## src/rtl/cal_pkg.sv

```systemverilog
package cal_pkg;
  parameter int DIGIT_W  = 4;
  parameter int NDIGITS  = 4;
  parameter int MONTH_W  = 4;
  localparam int YEAR_W  = DIGIT_W * NDIGITS;
  localparam int NDAYS   = 4;

  localparam int D28 = 0;
  localparam int D29 = 1;
  localparam int D30 = 2;
  localparam int D31 = 3;

  typedef logic [DIGIT_W-1:0] digit_t;
  typedef logic [NDAYS-1:0]   days_t;

  typedef struct packed {
    logic div4;
    logic zero;
  } pair_flags_t;
endpackage

```

## src/rtl/cal_pair_div4.sv

```systemverilog
module cal_pair_div4
  import cal_pkg::*;
(
  input  digit_t      hi_digit,
  input  digit_t      lo_digit,
  output pair_flags_t flags
);
  logic even_hi;
  logic lo_00;
  logic lo_10;

  always_comb begin
    even_hi    = ~hi_digit[0];
    lo_00      = (lo_digit[1:0] == 2'b00);
    lo_10      = (lo_digit[1:0] == 2'b10);
    flags.div4 = (even_hi & lo_00) | (~even_hi & lo_10);
    flags.zero = (hi_digit == '0) && (lo_digit == '0);
  end

  always_comb begin
    if ((hi_digit <= 4'd9) && (lo_digit <= 4'd9)) begin
      AST_PAIR_DIV4: assert (flags.div4 == (((int'(hi_digit) * 10 + int'(lo_digit)) % 4) == 0));
    end
  end
endmodule

```

## src/rtl/cal_leap_flag.sv

```systemverilog
module cal_leap_flag
  import cal_pkg::*;
(
  input  logic [YEAR_W-1:0] year_bcd,
  output logic              leap
);
  localparam int NPAIRS = NDIGITS / 2;

  pair_flags_t pair_f [NPAIRS];

  generate
    for (genvar p = 0; p < NPAIRS; p++) begin : g_pair
      cal_pair_div4 u_pair (
        .hi_digit (year_bcd[(2*p+2)*DIGIT_W-1 -: DIGIT_W]),
        .lo_digit (year_bcd[(2*p+1)*DIGIT_W-1 -: DIGIT_W]),
        .flags    (pair_f[p])
      );
    end
  endgenerate

  logic d4, d100, d400;

  always_comb begin
    d4   = pair_f[0].div4;
    d100 = pair_f[0].zero;
    d400 = pair_f[NPAIRS-1].div4 & d100;
    leap = (d4 & ~d100) | d400;
  end

  always_comb begin
    AST_D400_IMPLIES_D100: assert (!pair_f[NPAIRS-1].div4 || !pair_f[0].zero || leap);
    AST_LEAP_NEEDS_D4: assert (!leap || pair_f[0].div4);
    AST_CENTURY_RULE: assert (!(pair_f[0].zero && !pair_f[NPAIRS-1].div4) || !leap);
  end
endmodule

```

## src/rtl/cal_month_days.sv

```systemverilog
module cal_month_days
  import cal_pkg::*;
(
  input  logic [MONTH_W-1:0] month,
  input  logic               leap,
  output days_t              days_oh
);
  always_comb begin
    days_oh = '0;
    case (month)
      4'd1, 4'd3, 4'd5, 4'd7, 4'd8, 4'd10, 4'd12: days_oh[D31] = 1'b1;
      4'd4, 4'd6, 4'd9, 4'd11:                    days_oh[D30] = 1'b1;
      4'd2: begin
        if (leap) days_oh[D29] = 1'b1;
        else      days_oh[D28] = 1'b1;
      end
      default: days_oh = '0;
    endcase
  end

  always_comb begin
    AST_ONEHOT0_DAYS: assert ($onehot0(days_oh));
    if (month == '0 || month > 4'd12) begin
      AST_BAD_MONTH_LOW: assert (days_oh == '0);
    end else begin
      AST_GOOD_MONTH_ONE: assert ($countones(days_oh) == 1);
    end
    if (month == 4'd2) begin
      AST_FEB_SPLIT: assert (days_oh[D29] == leap && days_oh[D28] == !leap);
    end
  end
endmodule

```

## src/rtl/cal_days_decoder.sv

```systemverilog
module cal_days_decoder
  import cal_pkg::*;
(
  input  logic [YEAR_W-1:0]  year_bcd,
  input  logic [MONTH_W-1:0] month,
  output logic               leap,
  output logic [NDAYS-1:0]   days_oh
);
  logic leap_w;

  cal_leap_flag u_leap (
    .year_bcd (year_bcd),
    .leap     (leap_w)
  );

  cal_month_days u_month (
    .month   (month),
    .leap    (leap_w),
    .days_oh (days_oh)
  );

  assign leap = leap_w;
endmodule

```

## config.mk

```make
export PLATFORM = sky130hd
export DESIGN_NAME = cal_days_decoder
export DESIGN_NICKNAME = d
export VERILOG_FILES = /design/src/rtl/cal_pkg.sv /design/src/rtl/cal_pair_div4.sv /design/src/rtl/cal_leap_flag.sv /design/src/rtl/cal_month_days.sv /design/src/rtl/cal_days_decoder.sv
export SDC_FILE = /design/constraint.sdc
export NUM_CORES = 1
export LEC_CHECK = 0
export BUFFER_PORTS_ARGS = -buffer_cell sky130_fd_sc_hd__buf_2
export CORE_AREA = 3 3 40 42
export DETAILED_ROUTE_END_ITERATION = 16
export DIE_AREA = 0 0 43 45
export SLEW_MARGIN = 5
export SYNTH_ARGS = -nofsm -noshare
export SYNTH_HDL_FRONTEND = slang
export SYNTH_SLANG_ARGS = --single-unit
```

## constraint.sdc

```tcl
create_clock -name vclk -period 1.9
set_input_delay 0.38 -clock vclk [all_inputs]
set_output_delay 0.38 -clock vclk [all_outputs]
set_load 0.01 [all_outputs]
```

**Yosys cells after proc, flatten, opt, wreduce, memory -nomap -nowiden**

Index checks and enable logic that the tools add are counted.

- Register bits after elaboration: 0
- Input port bits: 20
- Output and inout bits: 5
- Logic and storage cells: 38

- Equal/unequal tests: 14
- Mux-type cells: 5
- Bitwise operators: 12
- Reduce and logical (&&, ||, !) cells: 7

Operators by type and width:

| kind | count |
|---|---|
| == test 4 bit, second input constant | 5 |
| == test 4 x 3 -> 1 bit, second input constant | 4 |
| == test 4 x 2 -> 1 bit, second input constant | 2 |
| logical NOT 4 bit | 2 |
| OR reduction 7 bit | 1 |
| bitwise AND 1 bit | 6 |
| == test 2 bit, second input constant | 2 |
| == test 4 x 1 -> 1 bit, second input constant | 1 |
| logical NOT 2 bit | 2 |
| two-way mux 1 bit | 4 |
| OR reduction 4 bit | 1 |
| NOT 1 bit | 3 |
| OR 1 bit | 3 |
| two-way mux 2 bit | 1 |
| logical AND 1 bit | 1 |

**Longest topological paths before layout**

Gate-level depths: netlist (run 1).

- Depth after elaboration: 7
- Mapped depth: 3
- Gate-level depth less buffers: 3

**Modules after synthesis**

Synthesis (run 1) repeated with hierarchy kept, for this count alone.

- Cells, all modules: 21
- Area total of the unflattened synthesis: 162.7 um^2

Modules (own cells, without submodules):

| module | instances | cells an instance | area each (um^2) | seq. area each (um^2) |
|---|---|---|---|---|
| cal_month_days | 1 | 10 | 85.1 | 0.0 |
| cal_pair_div4 | 2 | 5 | 31.3 | 0.0 |
| cal_leap_flag | 1 | 1 | 15.0 | 0.0 |

**Worst setup path before layout (run 1)**

OpenSTA, ideal clock, no wires.

- Kind: input to output
- Start: input port year_bcd[9]
- End: output port days_oh[1]
- Arrival: 1,096 ps
- Required time: 1,520 ps
- Setup slack: 424 ps
- Cell stages on the path: 3
- Buffers on the path: 0
- Path through: xor2_1 o211a_1 nor4b_2

- Cells in the longest elaborated chain, start to end: 7
- Elaborated cells between the ends (all ways): 9
- Those cells by class: eq/ne: 1; mux: 2; bitwise: 5; reduce/logical: 1

RTL lines:

| element | RTL line | source |
|---|---|---|
| start, declared | cal_days_decoder.sv:4 | `input logic [YEAR_W-1:0] year_bcd,` |
| == test 2 bit / logical NOT 2 bit (equally long branches) | cal_pair_div4.sv:15, cal_pair_div4.sv:14 |  |
| bitwise AND 1 bit | cal_pair_div4.sv:16 | `flags.div4 = (even_hi & lo_00) \| (~even_hi & lo_10);` |
| OR 1 bit * | cal_pair_div4.sv:16 |  |
| bitwise AND 1 bit * | cal_leap_flag.sv:26 | `d400 = pair_f[NPAIRS-1].div4 & d100;` |
| OR 1 bit * | cal_leap_flag.sv:27 | `leap = (d4 & ~d100) \| d400;` |
| two-way mux 1 bit * | cal_month_days.sv:14 | `if (leap) days_oh[D29] = 1'b1;` |
| two-way mux 2 bit * | cal_month_days.sv:10 | `case (month)` |
| end, declared | cal_days_decoder.sv:7 | `output logic [NDAYS-1:0] days_oh` |

Every way passes the cells marked *; elsewhere a longest branch is shown, timed or not.

**Worst setup path in the final report (run 1)**

- Start: input port month[0]
- End: output port days_oh[1]

- Cells in the longest elaborated chain, start to end: 2

RTL lines:

| element | RTL line | source |
|---|---|---|
| start, declared | cal_days_decoder.sv:5 | `input logic [MONTH_W-1:0] month,` |
| == test 4 x 2 -> 1 bit | n/a |  |
| two-way mux 2 bit | cal_month_days.sv:10 |  |

No other way between the ends.

==> flow_metrics.py, run 1 <==
metrics = {
    "route": {
        "drc": 0,
        "viasPerCell": 4.08,
        "routed-via-count": 208,
        "drt-wirelength-per-cell_um": 7.55,
        "drtPass1Iterations": 2,
        "dr.first_iter.drc_count": 1,
        "postRouteAntennaNets": 0,
        "drt-total-wl_um": 385,
    },
    "global_routing": {
        "grt_pass1_vias": 180,
        "grt_start_max_net_pins": 6,
        "grt-ovfl-total": 0,
        "antenna_found_initial": 0,
        "grtUsageTotal_pct": 4.15,
        "grt_pass1_wl_um": 662,
    },
    "die": {
        "die_area_um2": 1940,
        "start_util_pct": 8.67,
        "die_h_um": 45,
        "ios": 25,
        "core_um2": 1280,
        "die_x_um": 43,
        "rows": 13,
    },
    "setup_path": {
        "critPathTopFamily": "simple AND/OR/NAND/NOR gates",
        "critPathArrivalTime_ns": 1.31,
        "crit_buf_inv": 2,
        "critPathCaptureType": "primary output",
        "cp-start-kind": "input pin",
        "cp_common_cell": "buf_2",
        "path_cells": "buf_2 -> nor4b_1 -> nor4b_2 -> buf_2",
        "worst-setup-path-type": "in -> out",
        "required_ns": 1.52,
        "cpMaxStageDelayCell": "nor4b_1",
        "cp_slowest_stage_delay_ns": 0.39,
        "worstPathMaxFanout": 5,
    },
    "clock_network": {
        "cts-resized-gates": 0,
        "cts.hold.buffers_added": 0,
        "postCtsSetupBuffers": 0,
    },
    "power_and_ir_drop": {
        "total_leakage_power_nw": 0.134,
        "p_seq_share_pct": 0,
        "p_per_area_nw_per_um2": 175,
        "p_switching_mw": 0.0193,
        "internal_power_mw": 0.0211,
        "clkPwrFrac_pct": 0,
        "peakVddDrop_mv": 0.0464,
        "p_sw_share_pct": 47.8,
        "comb_power_share_pct": 100.0,
    },
    "synth": {
        "ys_types": 13,
        "ys_seq_area_share_pct": 0,
        "synthesis.area_um2": 111,
        "syn_nets": 36,
        "syn_inst": 16,
        "synthTopCellsByArea": "xor2_1, nor4b_2, nor3_1",
        "synth_top_area_cell": "xor2_1",
        "synth_top_area_share_pct": 15.7,
        "ys_warn_count": 0,
        "avgSynthCellArea_um2": 6.96,
    },
    "min_path": {
        "hold_class": "in -> out",
    },
    "final_layout": {
        "seq_cells": 0,
        "multi_input_area_um2": 108,
        "fillers": 147,
        "regArea_um2": 0,
        "antenna_cells": 0,
        "finalNetCount": 58,
        "fin_cells": 51,
        "drive_gt1_share_pct": 58.3,
        "syn2layout_area_growth_pct": 107,
        "nClkBuffers": 0,
    },
    "timing": {
        "fin_crit_sh_pct": 88.7,
        "rsz0062_at_grt": "no",
        "max_freq_mhz": 593,
        "hold_viol_final": 0,
        "drv_slew": 0,
        "tightest_slew_ns": 0.371,
        "min_period_ns": 1.69,
        "setup_viol": 0,
        "setup_tns_ns": 0,
        "relSlewSlack_pct": 74.9,
    },
    "placed_design": {
        "gp_congestion": 0.619,
        "dp_cells": 51,
        "port-buffer-count": 20,
    },
    "flow_run": {
        "maxCapViolations": 0,
    },
    "status": {
        "outcome": "finished clean",
    },
}
[cells in the mapped netlist (all sizes together)]
library cell	number
o211a	1
nor4b	2
nor4	1
a211oi	1
nor2	1
nor3	2
xor2	2
nand2	2
o31a	1
inv	1
o21ai	1
a21o	1
[layer usage]
metal  wire length [um]  track usage (%)  part of all wire, %  vias up
li1                   -                -                    -      105
met2                142             7.19                   37       20
met3                 79            0.398                   21        0
met4                  0                0                    0        0
met5                  0                0                    0        -
met1                163             5.95                   42       83
[layout make-up]
cell class	count	share of cell area, %
multi-input combinational	15	46.7
timing repair buffer	20	43.5
tap	15	8.15
inverter	1	1.63
[cell families after synthesis]
| family | Yosys count | synth area share (%) |
|---|---|---|
| simple gates | 8 | 46.1 |
| compound gates | 5 | 34.8 |
| xor+xnor | 2 | 15.7 |
| buf+inv | 1 | 3.37 |
[per-stage QoR]
stage	setup slack [ns]	power (mW)	utilization (%)	cell area [um2]	hold slack [ns]
floorplan	0.424	0.0150	-	111	0.794
global placement	0.189	0.0400	17.9	230	1.04
detailed placement	0.158	0.0405	17.9	230	1.04
CTS	0.153	0.0408	17.9	230	1.04
global route	0.0914	0.0453	17.9	230	1.06
finish	0.214	0.0403	17.9	230	1.04
[worst paths after layout]
path,slack [ns],cells after the start,end,startpoint
setup / recovery,0.21,4,days_oh[1],month[0]
hold / removal,1.04,3,days_oh[1],year_bcd[0]
[power by group through the flow]
stage / clock network (mW) / registers (mW) / logic (mW)
floorplan: 0 / 0 / 0.0150
global placement: 0 / 0 / 0.0400
detailed placement: 0 / 0 / 0.0405
CTS: 0 / 0 / 0.0408
global route: 0 / 0 / 0.0453
finish: 0 / 0 / 0.0403
[cells in the final DEF (no fill, tap or decap)]
master,count
buf_2,20
xor2_1,2
nor3_1,2
nand2_1,2
nor4_1,1
o211a_1,1
nor4b_1,1
o31a_1,1
inv_1,1
a211oi_1,1
a21o_1,1
nor4b_2,1
nor2_1,1
o21ai_0,1
Note: power is estimated with default switching activity, not from simulation.
==> run 2: changes to the inputs <==
BUFFER_PORTS_ARGS = -buffer_cell sky130_fd_sc_hd__buf_4   (was -buffer_cell sky130_fd_sc_hd__buf_2)
==> flow_metrics.py, run 2 (synthesis results as in run 1) <==
metrics = {
    "placed_design": {
        "gp_congestion": 0.658,
        "dp_cells": 51,
        "port-buffer-count": 20,
        "dp_slack_ns": 0.136,
        "place_hpwl_um": 396,
    },
    "timing": {
        "drv_slew": 0,
        "fin_crit_sh_pct": 88.9,
        "min_period_ns": 1.69,
        "setup_slack_ns": 0.210,
        "hold_viol_final": 0,
        "setup_tns_ns": 0,
        "tightest_slew_ns": 0.282,
        "relSlewSlack_pct": 81.2,
        "setup_viol": 0,
        "rsz0062_at_grt": "no",
        "max_freq_mhz": 592,
    },
    "die": {
        "die_area_um2": 1940,
        "die_x_um": 43,
        "start_util_pct": 8.67,
        "ios": 25,
        "die_h_um": 45,
        "rows": 13,
        "core_um2": 1280,
    },
    "status": {
        "outcome": "finished clean",
    },
    "final_layout": {
        "final_common_cell": "buf_4",
        "fillers": 142,
        "drive_gt1_share_pct": 61.1,
        "fin_cells": 51,
        "finalNetCount": 58,
        "nClkBuffers": 0,
        "syn2layout_area_growth_pct": 157,
        "seq_cells": 0,
        "antenna_cells": 0,
        "multi_input_area_um2": 114,
        "final_cell_mix": "buf_4, xor2_1, nor3_1, nor4b_2, nand2_1",
        "regArea_um2": 0,
    },
    "setup_path": {
        "critPathCaptureType": "primary output",
        "critPathArrivalTime_ns": 1.31,
        "required_ns": 1.52,
        "cp-start-kind": "input pin",
        "worstPathMaxFanout": 3,
        "worst-setup-path-type": "in -> out",
    },
    "route": {
        "drtPass1Iterations": 4,
        "drt-wirelength-per-cell_um": 8.82,
        "routed-via-count": 210,
        "drc": 0,
        "viasPerCell": 4.12,
        "dr.first_iter.drc_count": 1,
        "postRouteAntennaNets": 0,
        "drt-total-wl_um": 450,
    },
    "power_and_ir_drop": {
        "peakVddDrop_mv": 0.0500,
        "comb_power_share_pct": 100.0,
        "internal_power_mw": 0.0330,
        "p_per_area_nw_per_um2": 188,
        "p_seq_share_pct": 0,
        "clkPwrFrac_pct": 0,
        "p_sw_share_pct": 38.8,
        "p_switching_mw": 0.0209,
        "total_leakage_power_nw": 0.149,
    },
    "global_routing": {
        "grt-ovfl-total": 0,
        "grt_pass1_wl_um": 669,
        "grt_start_max_net_pins": 6,
        "grtUsageTotal_pct": 4.06,
        "antenna_found_initial": 0,
        "grt_pass1_vias": 179,
    },
    "min_path": {
        "hold_class": "in -> out",
    },
    "flow_run": {
        "maxCapViolations": 0,
    },
}
run 2: changes by cell type in the layout (fill, tap and decap cells not counted):
cell     delta
buf_2      -20
buf_4      +20
nor4b_1     -1
nor4b_2     +1
run 2: area by class of cell:
cell class                 count  area share (%)
multi-input combinational     15            39.7
timing repair buffer          20            52.4
inverter                       1            1.31
tap                           15            6.55
run 2: stage by stage:
stage          utilization, %  total power, mW  hold WS [ns]  cell area, um2
2_1_floorplan               -           0.0150         0.794             111
3_3_place_gp             21.8           0.0525          1.03             280
3_5_place_dp             21.8           0.0532          1.03             280
4_1_cts                  21.8           0.0534          1.04             280
5_1_grt                  22.3           0.0580          1.05             287
6_report                 22.3           0.0539          1.03             287
run 2: path summary, 6_finish.rpt:
check	from	endpoint	slack (ns)	cells past startpoint
setup / recovery	year_bcd[9]	days_oh[0]	0.21	5
hold / removal	year_bcd[0]	days_oh[1]	1.03	3
run 2: what timing repair did:
item	in CTS	in global routing
buffers inserted	0	0
hold buffers	0	0
gates resized for setup	0	1
setup endpoints to repair	0	1
run 2: worst max-delay path, stage by stage:
cell and delay [ns]:
buf_4 0.11, xor2_1 0.15, o211a_1 0.24, o31a_1 0.28
buf_4 0.14
run 2: power groups by stage:
stage	registers, mW	clock network, mW	logic (mW)
after CTS	0	0	0.0534
after detailed placement	0	0	0.0532
final	0	0	0.0539
after global routing	0	0	0.0580
after global placement	0	0	0.0525
after floorplan	0	0	0.0150
run 2: routing by layer:
layer | GRT usage (%) | vias up | wire length (um)
met3 | 1.20 | 0 | 80
met4 | 0 | 0 | 0
met2 | 8.38 | 20 | 199
met1 | 4.29 | 87 | 171
met5 | 0 | - | 0
li1 | - | 103 | -
